`config.mk`:
```
export PLATFORM = sky130hd
export DESIGN_NAME = subword_reg_bridge
export DESIGN_NICKNAME = d
export VERILOG_FILES = /design/src/rtl/subword_bridge_pkg.sv /design/src/rtl/bridge_region_decode.sv /design/src/rtl/bridge_lane_merge.sv /design/src/rtl/bridge_read_align.sv /design/src/rtl/subword_reg_bridge.sv
export SDC_FILE = /design/constraint.sdc
export NUM_CORES = 1
export LEC_CHECK = 0
export ABC_AREA = 1
export BUFFER_PORTS_ARGS = -buffer_cell sky130_fd_sc_hd__buf_2
export CELL_PAD_IN_SITES_DETAIL_PLACEMENT = 1
export CELL_PAD_IN_SITES_GLOBAL_PLACEMENT = 2
export CORE_MARGIN = 4
export CORE_UTILIZATION = 28
export DETAILED_ROUTE_END_ITERATION = 12
export PLACE_DENSITY_LB_ADDON = 0.1
export SETUP_SLACK_MARGIN = 0.4
export SYNTH_ARGS = -nofsm -noshare
export SYNTH_HDL_FRONTEND = slang
export SYNTH_SLANG_ARGS = --single-unit
export TNS_END_PERCENT = 100
```
`constraint.sdc`:
```
create_clock -name clk -period 3.2 [get_ports clk]
set_clock_uncertainty 0.15 [all_clocks]
set_input_delay 0.16 -clock clk [delete_from_list [all_inputs] [get_ports clk]]
set_output_delay 0.16 -clock clk [all_outputs]
set_load 0.02 [all_outputs]
```
`src/rtl/subword_bridge_pkg.sv`:
```
package subword_bridge_pkg;

    localparam int DATA_W     = 32;
    localparam int BYTES      = DATA_W / 8;
    localparam int OFF_W      = $clog2(BYTES);
    localparam int WINDOW     = 128;
    localparam int ADDR_W     = $clog2(WINDOW);
    localparam int CORE_LIMIT = 64;
    localparam int DMA_LIMIT  = 96;
    localparam int CTL_BYTE   = 112;
    localparam int IDX_W      = $clog2(CORE_LIMIT / BYTES);
    localparam int SH_W       = OFF_W + 3;

    localparam logic [ADDR_W-1:0] CORE_LIMIT_A = ADDR_W'(CORE_LIMIT);
    localparam logic [ADDR_W-1:0] DMA_LIMIT_A  = ADDR_W'(DMA_LIMIT);
    localparam logic [ADDR_W-1:0] CTL_A        = ADDR_W'(CTL_BYTE);

    typedef enum logic [1:0] {
        RGN_NONE = 2'd0,
        RGN_CORE = 2'd1,
        RGN_DMA  = 2'd2,
        RGN_CTL  = 2'd3
    } region_e;

    typedef enum logic {
        ST_IDLE  = 1'b0,
        ST_MERGE = 1'b1
    } state_e;

    typedef struct packed {
        logic [ADDR_W-1:0] addr;
        logic [1:0]        size;
        logic [DATA_W-1:0] wdata;
    } pend_t;

    typedef struct packed {
        region_e           region;
        logic [IDX_W-1:0]  idx;
        logic [DATA_W-1:0] data;
    } wr_cmd_t;

    function automatic region_e region_of(input logic [ADDR_W-1:0] a);
        if (a < CORE_LIMIT_A)     return RGN_CORE;
        else if (a < DMA_LIMIT_A) return RGN_DMA;
        else if (a == CTL_A)      return RGN_CTL;
        else                      return RGN_NONE;
    endfunction

    function automatic logic [IDX_W-1:0] index_of(input logic [ADDR_W-1:0] a,
                                                  input region_e r);
        logic [ADDR_W-1:0] rel;
        rel = (r == RGN_DMA) ? (a - CORE_LIMIT_A) : a;
        if (r == RGN_CORE || r == RGN_DMA) return IDX_W'(rel >> OFF_W);
        else                               return '0;
    endfunction

    function automatic logic [DATA_W-1:0] size_mask(input logic [1:0] sz);
        logic [DATA_W-1:0] m;
        unique case (sz)
            2'd0:    m = {{(DATA_W-8){1'b0}}, 8'hFF};
            2'd1:    m = {{(DATA_W-16){1'b0}}, 16'hFFFF};
            default: m = '1;
        endcase
        return m;
    endfunction

    function automatic logic is_full_word(input logic [1:0] sz,
                                          input logic [OFF_W-1:0] off);
        return sz[1] && (off == '0);
    endfunction

    function automatic logic [SH_W-1:0] lane_shift(input logic [OFF_W-1:0] off);
        return {off, 3'b000};
    endfunction

endpackage

```
`src/rtl/bridge_region_decode.sv`:
```
module bridge_region_decode
    import subword_bridge_pkg::*;
(
    input  logic [ADDR_W-1:0] addr,
    output region_e           region,
    output logic [IDX_W-1:0]  idx
);
    always_comb begin
        region = region_of(addr);
        idx    = index_of(addr, region);
    end
endmodule

```
`src/rtl/bridge_lane_merge.sv`:
```
module bridge_lane_merge
    import subword_bridge_pkg::*;
(
    input  logic [DATA_W-1:0] cur_word,
    input  logic [DATA_W-1:0] new_data,
    input  logic [OFF_W-1:0]  off,
    input  logic [1:0]        size,
    output logic [DATA_W-1:0] merged
);
    logic [DATA_W-1:0] lanes;
    logic [DATA_W-1:0] placed;

    always_comb begin
        lanes  = size_mask(size) << lane_shift(off);
        placed = new_data << lane_shift(off);
        merged = (cur_word & ~lanes) | (placed & lanes);
    end
endmodule

```
`src/rtl/bridge_read_align.sv`:
```
module bridge_read_align
    import subword_bridge_pkg::*;
(
    input  logic [DATA_W-1:0] word,
    input  logic [OFF_W-1:0]  off,
    input  logic [1:0]        size,
    output logic [DATA_W-1:0] data
);
    always_comb data = (word >> lane_shift(off)) & size_mask(size);
endmodule

```
`src/rtl/subword_reg_bridge.sv`:
```
module subword_reg_bridge
    import subword_bridge_pkg::*;
(
    input  logic              clk,
    input  logic              rst,
    input  logic              req_valid,
    output logic              req_ready,
    input  logic              req_write,
    input  logic [ADDR_W-1:0] req_addr,
    input  logic [1:0]        req_size,
    input  logic [DATA_W-1:0] req_wdata,
    output logic              rsp_valid,
    output logic [DATA_W-1:0] rsp_rdata,
    output logic [IDX_W-1:0]  rd_idx,
    input  logic [DATA_W-1:0] core_rd_data,
    input  logic [DATA_W-1:0] dma_rd_data,
    input  logic [DATA_W-1:0] ctl_rd_data,
    output logic              core_wr_en,
    output logic              dma_wr_en,
    output logic              ctl_wr_en,
    output logic [IDX_W-1:0]  wr_idx,
    output logic [DATA_W-1:0] wr_data
);
    state_e            state_q;
    pend_t             pend_q;
    wr_cmd_t           wr_q;
    logic              accept;
    logic              merging;
    logic [ADDR_W-1:0] src_addr;
    region_e           src_region;
    logic [IDX_W-1:0]  src_idx;
    logic [DATA_W-1:0] fetched;
    logic [DATA_W-1:0] merged_word;
    logic [DATA_W-1:0] read_lanes;

    assign merging   = (state_q == ST_MERGE);
    assign req_ready = !merging;
    assign accept    = req_valid && req_ready;

    // During a merge the port looks at the captured word address; otherwise
    // at the live request (exact address, so read holes decode as such).
    assign src_addr = merging ? {pend_q.addr[ADDR_W-1:OFF_W], {OFF_W{1'b0}}}
                              : req_addr;

    bridge_region_decode decode_i (
        .addr   (src_addr),
        .region (src_region),
        .idx    (src_idx)
    );

    assign rd_idx = src_idx;

    always_comb begin
        unique case (src_region)
            RGN_CORE: fetched = core_rd_data;
            RGN_DMA:  fetched = dma_rd_data;
            RGN_CTL:  fetched = ctl_rd_data;
            default:  fetched = '0;
        endcase
    end

    bridge_lane_merge merge_i (
        .cur_word (fetched),
        .new_data (pend_q.wdata),
        .off      (pend_q.addr[OFF_W-1:0]),
        .size     (pend_q.size),
        .merged   (merged_word)
    );

    bridge_read_align align_i (
        .word (fetched),
        .off  (req_addr[OFF_W-1:0]),
        .size (req_size),
        .data (read_lanes)
    );

    always_ff @(posedge clk) begin
        if (rst) begin
            state_q   <= ST_IDLE;
            pend_q    <= '0;
            wr_q      <= '{region: RGN_NONE, idx: '0, data: '0};
            rsp_valid <= 1'b0;
            rsp_rdata <= '0;
        end else begin
            wr_q.region <= RGN_NONE;
            rsp_valid   <= 1'b0;
            unique case (state_q)
                ST_IDLE: begin
                    if (accept) begin
                        if (!req_write) begin
                            rsp_valid <= 1'b1;
                            rsp_rdata <= read_lanes;
                        end else if (is_full_word(req_size, req_addr[OFF_W-1:0])) begin
                            wr_q <= '{region: src_region, idx: src_idx, data: req_wdata};
                        end else begin
                            pend_q  <= '{addr: req_addr, size: req_size, wdata: req_wdata};
                            state_q <= ST_MERGE;
                        end
                    end
                end
                ST_MERGE: begin
                    wr_q    <= '{region: src_region, idx: src_idx, data: merged_word};
                    state_q <= ST_IDLE;
                end
                default: state_q <= ST_IDLE;
            endcase
        end
    end

    assign core_wr_en = (wr_q.region == RGN_CORE);
    assign dma_wr_en  = (wr_q.region == RGN_DMA);
    assign ctl_wr_en  = (wr_q.region == RGN_CTL);
    assign wr_idx     = wr_q.idx;
    assign wr_data    = wr_q.data;

endmodule

```
==> results.toml <==
[job]
cap_violations = 0

[global_routing]
use_met3 = 0.05282
grt_use_met2 = 0.3747
grt_pass1_vias = 7794
grt_max_degree = 76
grt_util_met1 = 0.2977
antenna_found_initial = 0
grt-busiest-layer = "met2"
grt_overflow = 0
grt_pass1_wl_um = 45570
grt_usage = 0.2237

[clock_tree]
cts_tree = "done"
clk_pin_slew_ps = 70
clock-sinks = 113
insertion_delay_ps = 420
cts_root_buf = "clkbuf_16"
h-tree-depth = 4
clockBufferDepth = 2
numCtsBuffers = 17

[setup_path]
critPathTopFamily = "buffers and inverters"
worstSetupPathType = "in -> reg"
end_kind = "register"
cp_max_fo = 29
crit_path_start_kind = "input pin"
crit_chain = "dlygate4sd3_1 > buf_2 > inv_1 > nand2_2 > inv_2 > nand2_2 > nor2_4 > inv_2 > nand2_2 > buf_12 > o221ai_1 > a31oi_1"
max_stage_delay_ps = 540
arrival_ps = 2780
required_ps = 3390
critPathBufInv = 6
crit_path_top_delay_cell = "dlygate4sd3_1"
cp_common_cell = "nand2_2"

[logic_synthesis]
ys_warn_count = 0
syn_nets = 1146
synth_area_um2 = 6583
ys_ff_latch = 113
netlist_top_cells_area = "dfxtp_1 34%, nand2_1 15%, a21oi_1 7.3%"
postSynthAreaPerCell_um2 = 6.550
synth.yosys.seq_area_share = 0.3437
synth_top_cell_area_share = 0.3437
synthCells = 1005
synth_cell_types = 29
synth_largest_area_cell = "dfxtp_1"

[timing]
maxSlewViolCount = 0
clock.fmax_mhz = 386.8
max_slew.worst_pin.slew_ps = 1146
hold_viol = 0
relSlewSlack = 0.2353
fin_crit_ps = 2585
tns_ps = 0
post-route-period-util = 0.8079
rsz0062_at_grt = "false"
setup_viol = 0

[floorplan]
num_rows = 55
die_w_um = 161.3
coreArea_um2 = 22920
start_util = 0.2873
ios = 218
die_y_um = 161.3
die_area_um2 = 26030

[worst_hold_path]
hold_class = "in -> reg"

[drt]
dr.pass1.iters = 5
first_iter_violations = 422
vias = 7430
vias_per_cell = 4.853
ant_nets = 0
drt-total-wl_um = 29580
drc = 0
post_drt_wl_per_cell_um = 19.32

[pwr]
swShare = 0.3399
intPower_mw = 2.790
pwr-share-seq = 0.363
peakVddDrop_v = 0.0002246
leakage_nw = 3.962
p_comb_frac = 0.210
p_per_area_nw_per_um2 = 489.2
p_clk_frac = 0.427
total_power_mw = 4.226
power_switching_mw = 1.437

[place]
place.gp.congestion = 0.8668
numPortBuffers = 217
place_hpwl_um = 22390

[layout]
syn_to_final_growth_pct = 31.25
fin_nets = 1346
antenna_cells = 0
drive_gt1_frac = 0.2570

[outcome]
status = "completed"
## tightest hold or removal path, cell delays in order
cell	delay, ps
buf_2	190
nor2_4	100
nand2_1	70
a21oi_1	50
## cell families (layout without fill, tap and decap cells)
| logic type | after synthesis | after routing | synth area share |
|---|---|---|---|
| simple gates | 498 | 498 | 0.3330 |
| buf+inv | 164 | 377 | 0.1249 |
| compound gates | 230 | 230 | 0.1984 |
| flops | 113 | 113 | 0.3437 |
## metrics by stage
step	utilization	std cells	cell area, um^2	setup WS [ps]	hold WS [ps]
floorplan	-	1005	6583	1456	152.9
global placement	0.3342	1455	7657	499.5	276.7
detailed placement	0.3342	1455	7657	530.7	282.7
CTS	0.3760	1528	8617	405.4	25.78
global route	0.3770	1531	8640	441.6	44.32
finish	0.3770	1531	8640	614.6	40.70
## cell type report
type	instances	area (um^2)
clock inverter	15	123.9
fill	2972	14280
timing repair buffer	282	1702
multi-input combinational	728	3498
clock buffer	17	425.4
tap	313	391.6
sequential	113	2262
inverter	63	236.5
## placed cells by master, fill, tap and decap left out, drive strengths merged
cell	count
nand3	105
nand2	280
o21ai	68
a211oi	11
a21oi	96
o221ai	16
dlygate4sd3	41
inv	69
a31oi	16
o211ai	14
nor3	17
o22ai	8
buf	241
clkinv	4
dfxtp	113
a22oi	1
nor2	96
clkinvlp	5
clkbuf	17
## state kept, by name, indices dropped and copies added (netlist names)
register,flops
pend_q,41
rsp_valid,1
wr_data,32
wr_idx,4
wr_q,2
rsp_rdata,32
merging,1
## layer usage
| layer | vias up | wire, um |
|---|---|---|
| met4 | 0 | 240 |
| met2 | 171 | 13970 |
| met1 | 3520 | 13900 |
| met3 | 17 | 1468 |
| met5 | - | 0 |
| li1 | 3722 | - |
## path summary, 6_finish.rpt
check | to | depth (start not counted) | from | slack (ps)
max | wr_data[31] | 12 | req_addr[1] | 610
min | rsp_rdata[26] | 4 | req_addr[0] | 40
max reg2reg | wr_data[22] | 5 | pend_q[35] | 620
min reg2reg | pend_q[36] | 2 | pend_q[36] | 310
## Yosys cell counts (all sizes together)
cell type and number:
a211oi 11, a21oi 96, a22oi 1, a31oi 16
buf 68, clkbuf 33, clkinv 1, dfxtp 113
inv 62, nand2 280, nand3 105, nor2 96
nor3 17, o211ai 14, o21ai 68, o221ai 16
o22ai 8
## power groups by stage
stage               combinational, mW  sequential [mW]  clock [mW]
finish                          0.886             1.53        1.81
global route                    0.977             1.54        1.92
CTS                             0.890             1.54        1.85
detailed placement              0.849             1.57           0
global placement                0.848             1.57           0
floorplan                       0.523             1.56           0
## repair_timing
| action | 4_1_cts | 5_1_grt |
|---|---|---|
| buffers inserted | 0 | 3 |
| hold endpoints to repair | 61 | 0 |
| endpoints found under the setup margin | 0 | 33 |
| hold buffers | 41 | 0 |
| resized for setup | 0 | 0 |
(Power assumes the default switching activity.)
